$ cat config.mk
export PLATFORM = sky130hd
export DESIGN_NAME = mbox_channel
export DESIGN_NICKNAME = d
export VERILOG_FILES = /design/src/rtl/mbox_pkg.sv /design/src/rtl/mbox_queue.sv /design/src/rtl/mbox_regs.sv /design/src/rtl/mbox_channel.sv
export SDC_FILE = /design/constraint.sdc
export NUM_CORES = 1
export LEC_CHECK = 0
export ABC_AREA = 1
export BUFFER_PORTS_ARGS = -buffer_cell sky130_fd_sc_hd__buf_2
export CORE_ASPECT_RATIO = 0.75
export CORE_UTILIZATION = 52
export DETAILED_ROUTE_END_ITERATION = 10
export PLACE_DENSITY_LB_ADDON = 0.3
export SLEW_MARGIN = 0
export SYNTH_ARGS = -nofsm -noshare
export SYNTH_HDL_FRONTEND = slang
export SYNTH_SLANG_ARGS = --single-unit
$ cat constraint.sdc
create_clock -name clk -period 2.4 [get_ports clk]
set_input_delay 0.24 -clock clk [delete_from_list [all_inputs] [get_ports clk]]
set_output_delay 0.24 -clock clk [all_outputs]
set_load 0.02 [all_outputs]
$ cat src/rtl/mbox_pkg.sv
package mbox_pkg;

  // Word addresses that software relies on.
  localparam int unsigned DATA_WORD   = 0;
  localparam int unsigned STATUS_WORD = 2;

  // Status bit positions.
  localparam int unsigned ST_EMPTY = 0;
  localparam int unsigned ST_AVAIL = 1;
  localparam int unsigned ST_OVF   = 2;

  typedef enum logic [1:0] {
    SEL_DATA,
    SEL_STATUS,
    SEL_NONE
  } reg_sel_e;

  // Status word image; every bit above the overflow flag is zero.
  function automatic logic [31:0] pack_status(input logic q_empty, input logic ovf);
    logic [31:0] s;
    s           = '0;
    s[ST_EMPTY] = q_empty;
    s[ST_AVAIL] = ~q_empty;
    s[ST_OVF]   = ovf;
    return s;
  endfunction

  // Occupancy after one cycle of accepted pushes and pops.
  function automatic int unsigned level_after(input int unsigned cur,
                                              input logic push, input logic pop);
    int unsigned n;
    n = cur;
    if (push && !pop) n = cur + 1;
    if (pop && !push) n = cur - 1;
    return n;
  endfunction

endpackage

$ cat src/rtl/mbox_queue.sv
module mbox_queue #(
  parameter int unsigned DATA_W = 32,
  parameter int unsigned DEPTH  = 4,
  localparam int unsigned PTR_W = (DEPTH > 1) ? $clog2(DEPTH) : 1,
  localparam int unsigned CNT_W = $clog2(DEPTH + 1)
) (
  input  logic              clk,
  input  logic              rst,
  input  logic              push_req,
  input  logic              pop_req,
  input  logic [DATA_W-1:0] din,
  output logic [DATA_W-1:0] head,
  output logic              push_ok,
  output logic              pop_ok,
  output logic              q_empty,
  output logic              q_full,
  output logic [CNT_W-1:0]  level
);
  import mbox_pkg::*;

  logic [DATA_W-1:0] slots [DEPTH];
  logic [PTR_W-1:0]  wr_ptr;
  logic [PTR_W-1:0]  rd_ptr;

  function automatic logic [PTR_W-1:0] ptr_step(input logic [PTR_W-1:0] p);
    if (p == PTR_W'(DEPTH - 1)) return '0;
    return p + 1'b1;
  endfunction

  assign q_empty = (level == '0);
  assign q_full  = (level == CNT_W'(DEPTH));
  assign pop_ok  = pop_req & ~q_empty;
  assign push_ok = push_req & (~q_full | pop_ok);
  assign head    = slots[rd_ptr];

  always_ff @(posedge clk) begin
    if (push_ok) slots[wr_ptr] <= din;
  end

  always_ff @(posedge clk) begin
    if (rst) begin
      wr_ptr <= '0;
      rd_ptr <= '0;
      level  <= '0;
    end else begin
      if (push_ok) wr_ptr <= ptr_step(wr_ptr);
      if (pop_ok)  rd_ptr <= ptr_step(rd_ptr);
      level <= CNT_W'(level_after(int'(level), push_ok, pop_ok));
    end
  end

endmodule

$ cat src/rtl/mbox_regs.sv
module mbox_regs #(
  parameter int unsigned DATA_W = 32,
  parameter int unsigned ADDR_W = 2
) (
  input  logic              clk,
  input  logic              rst,
  input  logic              rd_en,
  input  logic              wr_en,
  input  logic [ADDR_W-1:0] addr,
  input  logic [DATA_W-1:0] wdata,
  input  logic [DATA_W-1:0] head,
  input  logic              q_empty,
  input  logic              push_ok,
  output logic              push_req,
  output logic              pop_req,
  output logic              drop,
  output logic              ovf,
  output logic [DATA_W-1:0] rdata
);
  import mbox_pkg::*;

  reg_sel_e    sel;
  logic        ovf_clr;
  logic [31:0] status_img;

  always_comb begin
    if (addr == ADDR_W'(DATA_WORD))        sel = SEL_DATA;
    else if (addr == ADDR_W'(STATUS_WORD)) sel = SEL_STATUS;
    else                                   sel = SEL_NONE;
  end

  assign push_req   = wr_en & (sel == SEL_DATA);
  assign pop_req    = rd_en & (sel == SEL_DATA);
  assign drop       = push_req & ~push_ok;
  assign ovf_clr    = wr_en & (sel == SEL_STATUS) & wdata[ST_OVF];
  assign status_img = pack_status(q_empty, ovf);

  always_ff @(posedge clk) begin
    if (rst)          ovf <= 1'b0;
    else if (drop)    ovf <= 1'b1;
    else if (ovf_clr) ovf <= 1'b0;
  end

  always_ff @(posedge clk) begin
    if (rst) begin
      rdata <= '0;
    end else if (rd_en) begin
      case (sel)
        SEL_DATA:   rdata <= q_empty ? '0 : head;
        SEL_STATUS: rdata <= DATA_W'(status_img);
        default:    rdata <= '0;
      endcase
    end
  end

endmodule

$ cat src/rtl/mbox_channel.sv
module mbox_channel #(
  parameter int unsigned DATA_W = 32,
  parameter int unsigned ADDR_W = 2,
  parameter int unsigned DEPTH  = 4,
  localparam int unsigned CNT_W = $clog2(DEPTH + 1)
) (
  input  logic              clk,
  input  logic              rst,
  input  logic              rd_en,
  input  logic              wr_en,
  input  logic [ADDR_W-1:0] addr,
  input  logic [DATA_W-1:0] wdata,
  output logic [DATA_W-1:0] rdata
);

  // Internal events brought out as named wires for the checker.
  logic              push_req;
  logic              pop_req;
  logic              push_ok;
  logic              pop_ok;
  logic              drop;
  logic              ovf;
  logic              q_empty;
  logic              q_full;
  logic [CNT_W-1:0]  q_level;
  logic [DATA_W-1:0] q_head;

  mbox_regs #(.DATA_W(DATA_W), .ADDR_W(ADDR_W)) u_regs (
    .clk      (clk),
    .rst      (rst),
    .rd_en    (rd_en),
    .wr_en    (wr_en),
    .addr     (addr),
    .wdata    (wdata),
    .head     (q_head),
    .q_empty  (q_empty),
    .push_ok  (push_ok),
    .push_req (push_req),
    .pop_req  (pop_req),
    .drop     (drop),
    .ovf      (ovf),
    .rdata    (rdata)
  );

  mbox_queue #(.DATA_W(DATA_W), .DEPTH(DEPTH)) u_queue (
    .clk      (clk),
    .rst      (rst),
    .push_req (push_req),
    .pop_req  (pop_req),
    .din      (wdata),
    .head     (q_head),
    .push_ok  (push_ok),
    .pop_ok   (pop_ok),
    .q_empty  (q_empty),
    .q_full   (q_full),
    .level    (q_level)
  );

endmodule

==> flow_summary.ini, run 1 <==
[critical_path]
slowest_stage = fa_1
cp_slowest_stage_delay_ns = 0.41
critPathTopFamily = simple AND/OR/NAND/NOR gates
endpoint = u_queue.level[2]
end_kind = flip-flop
cp-startpoint = u_queue.level[0]
arrival_ns = 2.03
regToRegEndpoint = u_queue.level[2]
r2r_slack_ns = 0.68
cp.depth = 8
setup.worst_path.start_class = flip-flop
regToRegStartpoint = u_queue.level[0]
required_ns = 2.71
cp_num_buf_inv = 2
reg2reg_depth = 8
path_cells = inv_1, nand3_1, nand3_1, fa_1, inv_1, nand4_1, a21oi_1, nor2_1
critPathKind = flip-flop to flip-flop
crit_fanout = 5

[cts]
ctsRootBufferMaster = clkbuf_16
cts_resized = 0
ctsHoldBuffers = 0
clkSlewWorstSetupHoldPaths_ns = 0.07
clock_sinks = 170
h-tree-depth = 4
cts_tree = yes
worstSkewPairLatency_ns = 0.43
clockBufferDepth = 2
post_cts_buffers = 0
cts_made_buffers = 17

[drt]
wl_per_cell_um = 16.62
viasPerCell = 5.453
drt_wl_total_um = 12880
vias = 4226
ant_nets = 0
drc = 0
first_iter_violations = 385
dr.pass1.iters = 5

[floorplan]
num_rows = 34
die-area_um2 = 12930
start_util_pct = 54.65
core-area_um2 = 11870
ios = 70
dieHeight_um = 98.72
die_w_um = 131.0

[synthesis]
synth.avg_cell_area_um2 = 12.24
ys_seq_elements = 170
synth_area_leader_cell = edfxtp_1
syn_area_um2 = 6486
ys_seq_area_share_pct = 72.22
synth_cells = 530
synth_fp_nets = 574
synth_cell_types = 31
synth_top_area_share_pct = 59.26
synth_warnings = 0
synth_area_leaders = edfxtp_1 59%, dfxtp_1 13%, o21ai_0 5.5%, nor2_1 4.8%, nand2_1 3.8%

[layout]
fin_area_um2 = 7719
area_growth_syn_to_layout_pct = 19.00
nets = 644
diodes = 0
drive_above_1_share_pct = 23.82

[sta]
grt_setup_unrepaired = false
fmax_mhz = 582.2
relSlewSlack_pct = 58.52
tightestPinTransition_ns = 0.6221
setup_violations = 0
final-max-slew-violation-count = 0
holdWs_ns = 0.02669
finalHoldViolCount = 0
period_share_pct = 71.57
finalClockSkew_ns = 0.01357
fin_crit_ns = 1.718

[grt]
grt_pass1_wl_um = 20140
grt_pass1_vias = 3967
track_usage_pct = 21.46
grt_antenna_before_repair = 0
overflow = 0
grt_max_degree = 65

[power_and_ir_drop]
vdd_drop_max_mv = 0.5910
power_density_nw_per_um2 = 841.6
seqPwrFrac_pct = 49.5
power_frac_clock_pct = 46.3
power.net_switching_mw = 1.343
swShare_pct = 20.68
intPower_mw = 5.153
combPwrFrac_pct = 4.2
leakagePower_nw = 2.775

[place]
postPlaceCellArea_um2 = 7059
port_buffers = 69
finalWeightedCongestion = 0.7851
hpwl_um = 7604

[job]
maxCapViolCount = 0

[outcome]
status = finished, final reports clean

[worst_hold_path]
min_path_type = input pin to flip-flop
cells in the final DEF, fill, tap and decap left out, types with 8 or more instances in the layout:
master / Yosys / final
nand2_1: 66 / 66
buf_2: 7 / 69
clkbuf_16: 0 / 17
edfxtp_1: 128 / 128
a21oi_1: 16 / 16
inv_1: 16 / 16
o21ai_0: 71 / 71
dfxtp_1: 42 / 41
a21oi_2: 20 / 20
nand3_1: 8 / 8
nor2_1: 83 / 79
o22ai_1: 30 / 30
worst min path at each step:
| stage | slack [ns] | cells past startpoint | start | endpoint |
|---|---|---|---|---|
| floorplan | 0.33 | 1 | rd_en | u_regs.rdata[1] |
| global placement | 0.45 | 2 | u_regs.rdata[15] | u_regs.rdata[15] |
| detailed placement | 0.46 | 1 | wdata[8] | u_queue.slots[3][8] |
| CTS | 0.02 | 1 | wdata[8] | u_queue.slots[3][8] |
| global route | 0.02 | 1 | wdata[23] | u_queue.slots[3][23] |
| finish | 0.03 | 1 | wdata[15] | u_queue.slots[3][15] |
kinds of logic (layout without fill, tap and decap cells):
| group | after synthesis | count (layout) | share of synthesized area (%) |
|---|---|---|---|
| and+or+nand+nor | 163 | 163 | 10.11 |
| AOI/OAI and AO/OA | 142 | 142 | 12.89 |
| DFF | 170 | 170 | 72.22 |
| adders and majority gates | 6 | 6 | 1.273 |
| buffers and inverters | 49 | 132 | 3.511 |
through the flow:
stage / worst slack [ns] / util, % / total power, mW / cells / TNS [ns]
2_1_floorplan: -0.1006 / - / 3.431 / 530 / -12.88
5_1_grt: 0.5367 / 65.03 / 6.695 / 775 / 0
3_5_place_dp: 0.6692 / 59.48 / 3.550 / 743 / 0
6_report: 0.6823 / 65.03 / 6.496 / 775 / 0
4_1_cts: 0.6549 / 65.03 / 6.536 / 775 / 0
3_3_place_gp: 0.7554 / 59.48 / 3.539 / 743 / 0
cell type report:
| class | count | area (um^2) |
|---|---|---|
| clock buffers | 17 | 425.4 |
| repair buffers | 79 | 483.0 |
| flip-flops and latches | 170 | 4686 |
| fillers | 883 | 4150 |
| clock inverters | 15 | 234.0 |
| well taps | 162 | 202.7 |
| inverters | 21 | 83.83 |
| multi-input cells | 311 | 1604 |
flip-flops by register name, indices dropped and copies added (netlist names), named ones only:
signal and cells:
u_queue.wr_ptr 2, u_regs.rdata 32, u_regs.ovf 1, u_queue.rd_ptr 2, u_queue.slots 128, u_queue.level 3
power by group through the flow:
stage                     clock network [mW]  logic [mW]  registers, mW
final                                   3.01       0.275           3.21
after global routing                    3.18       0.305           3.21
after CTS                               3.05       0.277           3.21
after detailed placement                   0       0.274           3.28
after global placement                     0       0.266           3.27
after floorplan                            0       0.145           3.29
cell usage after synthesis (all sizes together):
library cell  number
a21oi             36
a31oi              1
buf               12
clkbuf            16
clkinv             2
dfxtp             42
edfxtp           128
fa                 1
ha                 5
inv               19
nand2             68
nand3              8
nand4              2
nor2              85
o211a              1
o21a               1
o21ai             73
o22ai             30
routing by layer:
| layer | part of all wire [%] | wire length, um | GRT usage, % |
|---|---|---|---|
| met2 | 46 | 5988 | 31.50 |
| met3 | 7.7 | 990 | 6.026 |
| met5 | 0 | 0 | 0 |
| met4 | 0.82 | 105 | 8.311 |
| met1 | 45 | 5797 | 30.39 |
Note: power is estimated with default switching activity, not from simulation.
==> run 2: changes to the inputs <==
--- a/config.mk
+++ b/config.mk
@@ -5,7 +5,7 @@
 export SDC_FILE = /design/constraint.sdc
 export NUM_CORES = 1
 export LEC_CHECK = 0
-export ABC_AREA = 1
+export ABC_AREA = 0
 export BUFFER_PORTS_ARGS = -buffer_cell sky130_fd_sc_hd__buf_2
 export CORE_ASPECT_RATIO = 0.75
 export CORE_UTILIZATION = 52
==> constraint.sdc (replaced) <==
create_clock -name clk -period 1.47 [get_ports clk]
set_input_delay 0.147 -clock clk [delete_from_list [all_inputs] [get_ports clk]]
set_output_delay 0.147 -clock clk [all_outputs]
set_load 0.02 [all_outputs]
==> run 2 against run 1 <==
Effect of this change: the run now ends with negative setup slack left; combinational power increased by 110%; critical endpoint unchanged; synthesized area decreased by 1.4%; highest routed layer unchanged; critical path depth is 1 lower; critical path type unchanged; flip-flop and latch count unchanged.
==> flow_summary.ini, run 2 <==
[drt]
drt_wl_total_um = 15080
first_iter_violations = 410
dr.pass1.iters = 8
drc = 0
ant_nets = 0
vias = 3953
viasPerCell = 5.615
wl_per_cell_um = 21.41

[sta]
fin_crit_ns = 1.975
setup_violations = 156
period_share_pct = 134.4
finalHoldViolCount = 0
final-max-slew-violation-count = 0
fmax_mhz = 506.2
tightestPinTransition_ns = 0.5328
fin_ws_ns = -0.5054
finalClockSkew_ns = 0.008929
grt_setup_unrepaired = true
relSlewSlack_pct = 64.48

[grt]
overflow = 0
grt_antenna_before_repair = 1
grt_pass1_vias = 4095
grt_max_degree = 37
track_usage_pct = 25.22
grt_pass1_wl_um = 22830

[synthesis]
synth_area_leaders = edfxtp_1 60%, dfxtp_1 13%, mux4_2 11%, nor2b_1 2.8%, a21oi_1 2.6%
syn_area_um2 = 6394
synth_cells = 376
synth_area_leader_cell = edfxtp_1
synth_ff_type = edfxtp_1
synth_most_common_cell = edfxtp_1
synth_fp_nets = 420
netlist_top_cells_count = 128 x edfxtp_1, 44 x nor2_1, 42 x dfxtp_1, 33 x a21oi_1, 32 x mux4_2
synth_top_area_share_pct = 60.12
synth_cell_types = 37
ys_seq_elements = 170
synth-edff-count = 128
synth_warnings = 0
async_flop_share_pct = 0
synth.avg_cell_area_um2 = 17.00
ys_seq_area_share_pct = 73.27

[place]
hpwl_um = 7447
port_buffers = 69
pre_cts_slack_ns = -0.5615
finalWeightedCongestion = 0.8372

[cts]
clkSlewWorstSetupHoldPaths_ns = 0.06
h-tree-depth = 4
clock_sinks = 170
clockBufferDepth = 2
ctsRootBufferMaster = clkbuf_16
cts_tree = yes
cts_made_buffers = 17
worstSkewPairLatency_ns = 0.42

[layout]
largest_register = u_queue.slots
area_growth_syn_to_layout_pct = 31.74
final_common_cell = edfxtp_1
drive_above_1_share_pct = 41.11
largest_reg_flops = 128
top_regs = u_queue.slots: 128 flops, u_regs.rdata: 32 flops, u_queue.level: 3 flops
final_cell_mix = 128 x edfxtp_1, 69 x buf_2, 44 x nor2_1, 37 x dfxtp_1, 32 x mux4_2
fill_cells = 746
nets = 571

[power_and_ir_drop]
p_total_mw = 10.08
power_density_nw_per_um2 = 1197
leakagePower_nw = 3.032
vdd_drop_max_mv = 1.418

[floorplan]
ios = 70
core-area_um2 = 11780
num_rows = 34
die-area_um2 = 12750
dieHeight_um = 98.03
start_util_pct = 54.26
die_w_um = 130.0

[critical_path]
arrival_ns = 2.29
slowest_stage = dfxtp_4
critPathKind = flip-flop to flip-flop
end_kind = flip-flop
reg2reg_depth = 7
setup.worst_path.start_class = flip-flop
critPathTopFamily = simple AND/OR/NAND/NOR gates
cp_slowest_stage_delay_ns = 0.37
cp.depth = 7
cp_num_buf_inv = 0
crit_fanout = 2
required_ns = 1.78
path_cells = o31ai_4, nor3_4, nand2b_1, fa_2, or3_4, o22ai_2, mux2_4

[outcome]
violations = negative setup slack
status = finished, violations left

[job]
maxCapViolCount = 0

[worst_hold_path]
holdPathStages = 1
min_path_type = input pin to flip-flop
[run 2: changes by cell type after synthesis, moves of 12 or more]
cell	delta
o21ai_0	-69
nand2_1	-60
nor2_1	-39
mux4_2	+32
nor2b_1	+29
o22ai_1	-29
a21oi_2	-20
a21oi_1	+17
inv_1	-12
[run 2: layout make-up]
type,count,area (um^2),area share [%]
sequential,170,4698,55.78
multi-input combinational,194,1848,21.94
timing repair buffer,140,1087,12.91
clock buffer,27,536.8,6.373
tap,162,202.7,2.406
clock inverter,5,30.03,0.3565
inverter,4,15.01,0.1783
antenna,2,5.005,0.05942
[run 2: path summary, 6_finish.rpt]
kind                    start                   to  slack (ns)
min reg2reg   u_regs.rdata[1]      u_regs.rdata[1]        0.48
min                  wdata[2]  u_queue.slots[3][2]        0.03
max reg2reg  u_queue.level[1]     u_queue.level[2]       -0.51
max          u_queue.level[1]     u_queue.level[2]       -0.51
[run 2: logic make-up (layout without fill, tap and decap cells)]
| kind of cell | count (synthesis) | after routing | share of synthesized area [%] |
|---|---|---|---|
| flops | 170 | 170 | 73.27 |
| simple gates | 94 | 107 | 7.554 |
| fa+ha+maj | 6 | 6 | 1.292 |
| compound gates | 43 | 43 | 3.797 |
| mux | 38 | 38 | 12.31 |
| other cells | 0 | 2 | 0 |
| buf+inv | 25 | 176 | 1.781 |
[run 2: layer usage]
layer / track usage (%) / routed length (um) / part of all wire, % / vias to the layer above
met3: 5.151 / 1026 / 6.8 / 14
met5: 0 / 0 / 0 / -
met4: 8.587 / 161 / 1.1 / 0
li1: - / - / - / 1746
met1: 35.08 / 6454 / 43 / 2023
met2: 39.93 / 7433 / 49 / 170
[run 2: worst register-to-register path: stages, from the launching register on]
cell and delay (ns):
dfxtp_4 0.37, o31ai_4 0.08, nor3_4 0.13, nand2b_1 0.09, fa_2 0.35, or3_4 0.35
o22ai_2 0.18, mux2_4 0.31
[run 2: where the power goes]
part | total, mW | switching, mW | internal, mW
Combinational | 0.584 | 0.295 | 0.289
Clock | 4.26 | 1.75 | 2.51
Sequential | 5.24 | 0.0301 | 5.21
[run 2: per-stage QoR]
stage                     utilization (%)  hold WS (ns)  area, um^2  std cells  TNS [ns]
after global placement              60.03        0.3589        7074        610    -40.80
after floorplan                         -        0.2459        6437        376    -23.10
after global routing                71.46      0.006176        8421        703    -52.10
after CTS                           70.09      0.008654        8259        699    -44.59
final                               71.48       0.02518        8423        704    -48.82
after detailed placement            60.03        0.3691        7074        610    -43.51
[run 2: timing repair]
item | in CTS | in global routing
hold buffers | 31 | 0
gates cloned | 13 | 3
resized for setup | 37 | 22
buffers inserted | 14 | 0
pin swaps | 11 | 17
endpoints found under the setup margin | 148 | 151
hold endpoints to repair | 124 | 0
==> run 3: changes to the inputs <==
--- a/config.mk
+++ b/config.mk
@@ -14,4 +14,5 @@
 export SLEW_MARGIN = 0
 export SYNTH_ARGS = -nofsm -noshare
 export SYNTH_HDL_FRONTEND = slang
+export SYNTH_HIERARCHICAL = 1
 export SYNTH_SLANG_ARGS = --single-unit
==> constraint.sdc (replaced) <==
create_clock -name clk -period 1.7 [get_ports clk]
set_input_delay 0.17 -clock clk [delete_from_list [all_inputs] [get_ports clk]]
set_output_delay 0.17 -clock clk [all_outputs]
set_load 0.02 [all_outputs]
==> run 3 against run 2 <==
Effect of this change: the flow still finishes with violations (negative setup slack); synthesized area rose by 1.8%; sequential power fell by 14%; wire length fell by 11%; global-route usage fell by 2.8 points; critical path depth did not move.
==> flow_summary.ini, run 3 <==
[power_and_ir_drop]
power.net_switching_mw = 1.754
vdd_drop_max_mv = 0.7856
intPower_mw = 7.166
leakagePower_nw = 3.066
swShare_pct = 19.66
seqPwrFrac_pct = 50.6
p_total_mw = 8.920
power_frac_clock_pct = 45.8
power_density_nw_per_um2 = 1065
combPwrFrac_pct = 3.6

[outcome]
violations = negative setup slack
status = finished, violations left

[synthesis]
syn_area_um2 = 6507
synth_fp_nets = 430
synth_warnings = 6
synth_cells = 386
synth.avg_cell_area_um2 = 16.86

[layout]
top_regs = u_queue/slots: 128 flops, u_regs/rdata: 32 flops, u_queue/level: 3 flops
largest_reg_flops = 128
largest_register = u_queue/slots
final_common_cell = edfxtp_1
stdcell_count = 695
final_cell_mix = 128 x edfxtp_1, 69 x buf_2, 38 x nor2_1, 37 x dfxtp_1, 33 x a21oi_1
postLayoutCoreUtil_pct = 70.55
drive_above_1_share_pct = 35.08
fin_area_um2 = 8373
diodes = 0
area_growth_syn_to_layout_pct = 28.67
fill_cells = 763
nets = 564

[floorplan]
die_w_um = 131.2
start_util_pct = 54.83
core-area_um2 = 11870
dieHeight_um = 98.88
ios = 70
die-area_um2 = 12970
num_rows = 34

[drt]
vias = 3768
wl_per_cell_um = 19.27
ant_nets = 0
drt_wl_total_um = 13390
dr.pass1.iters = 5
viasPerCell = 5.422
drc = 0
first_iter_violations = 296

[sta]
relSlewSlack_pct = 65.00
finalHoldViolCount = 0
fmax_mhz = 575.7
fin_crit_ns = 1.737
period_share_pct = 102.2
holdWs_ns = 0.1044
finalClockSkew_ns = 0.01164
setup_violations = 1
tightestPinTransition_ns = 0.5249
fin_ws_ns = -0.03694
tns_ns = -0.03694
grt_setup_unrepaired = true
final-max-slew-violation-count = 0

[place]
port_buffers = 69
pre_cts_slack_ns = -0.1286
place_inst = 630
hpwl_um = 8195
finalWeightedCongestion = 0.7882
postPlaceCellArea_um2 = 7393

[grt]
grt_max_degree = 38
grt_antenna_before_repair = 0
overflow = 0
grt_pass1_vias = 3836
track_usage_pct = 22.47
grt_pass1_wl_um = 21100

[cts]
cts_made_buffers = 17
ctsRootBufferMaster = clkbuf_16
worstSkewPairLatency_ns = 0.42
clockBufferDepth = 2
cts_tree = yes
clkSlewWorstSetupHoldPaths_ns = 0.06
h-tree-depth = 4
clock_sinks = 170

[critical_path]
r2r_slack_ns = -0.04
crit_fanout = 5
end_kind = flip-flop
required_ns = 2.02
arrival_ns = 2.06
setup.worst_path.start_class = flip-flop
critPathKind = flip-flop to flip-flop

[job]
maxCapViolCount = 0

[worst_hold_path]
min_path_type = input pin to flip-flop
run 3: power groups by stage:
stage | registers (mW) | clock network [mW] | logic [mW]
after global routing | 4.51 | 4.32 | 0.346
after floorplan | 4.60 | 0 | 0.120
after CTS | 4.51 | 4.16 | 0.319
after global placement | 4.60 | 0 | 0.250
final | 4.51 | 4.09 | 0.321
after detailed placement | 4.60 | 0 | 0.259
run 3: path summary, 6_finish.rpt:
path	depth (start not counted)	end	from
max reg2reg	7	u_queue/level[1]	u_queue/level[2]
min reg2reg	2	u_regs/rdata[1]	u_regs/rdata[1]
min	4	u_regs/ovf	wr_en
max	7	u_queue/level[1]	u_queue/level[2]
run 3: final cells by class:
type	count	area, um^2	share of cell area, %
clock buffer	19	442.9	5.290
clock inverter	13	188.9	2.256
timing repair buffer	138	1126	13.45
inverter	7	26.28	0.3138
tap	162	202.7	2.421
sequential	170	4691	56.02
multi-input combinational	186	1695	20.25
run 3: critical path: stages (launching register included):
cell and delay, ns:
dfxtp_2 0.35, o31ai_4 0.25, inv_1 0.08, nand2_2 0.08
fa_1 0.42, inv_1 0.07, o2111ai_1 0.11, a221oi_2 0.29
run 3: metal layers:
metal | part of all wire [%] | wire length, um | global-route usage [%] | vias to the layer above
li1 | - | - | - | 1729
met1 | 45 | 5977 | 30.02 | 1887
met2 | 49 | 6553 | 36.17 | 137
met3 | 5.2 | 703 | 5.195 | 15
met4 | 1.2 | 157 | 8.869 | 0
met5 | 0 | 0 | 0 | -
run 3: timing repair:
| action | 4_1_cts | 5_1_grt |
|---|---|---|
| buffers inserted | 0 | 1 |
| pin swaps | 1 | 2 |
| gates resized for setup | 3 | 4 |
| endpoints found under the hold margin | 128 | 0 |
| hold buffers | 32 | 0 |
| endpoints found under the setup margin | 16 | 5 |
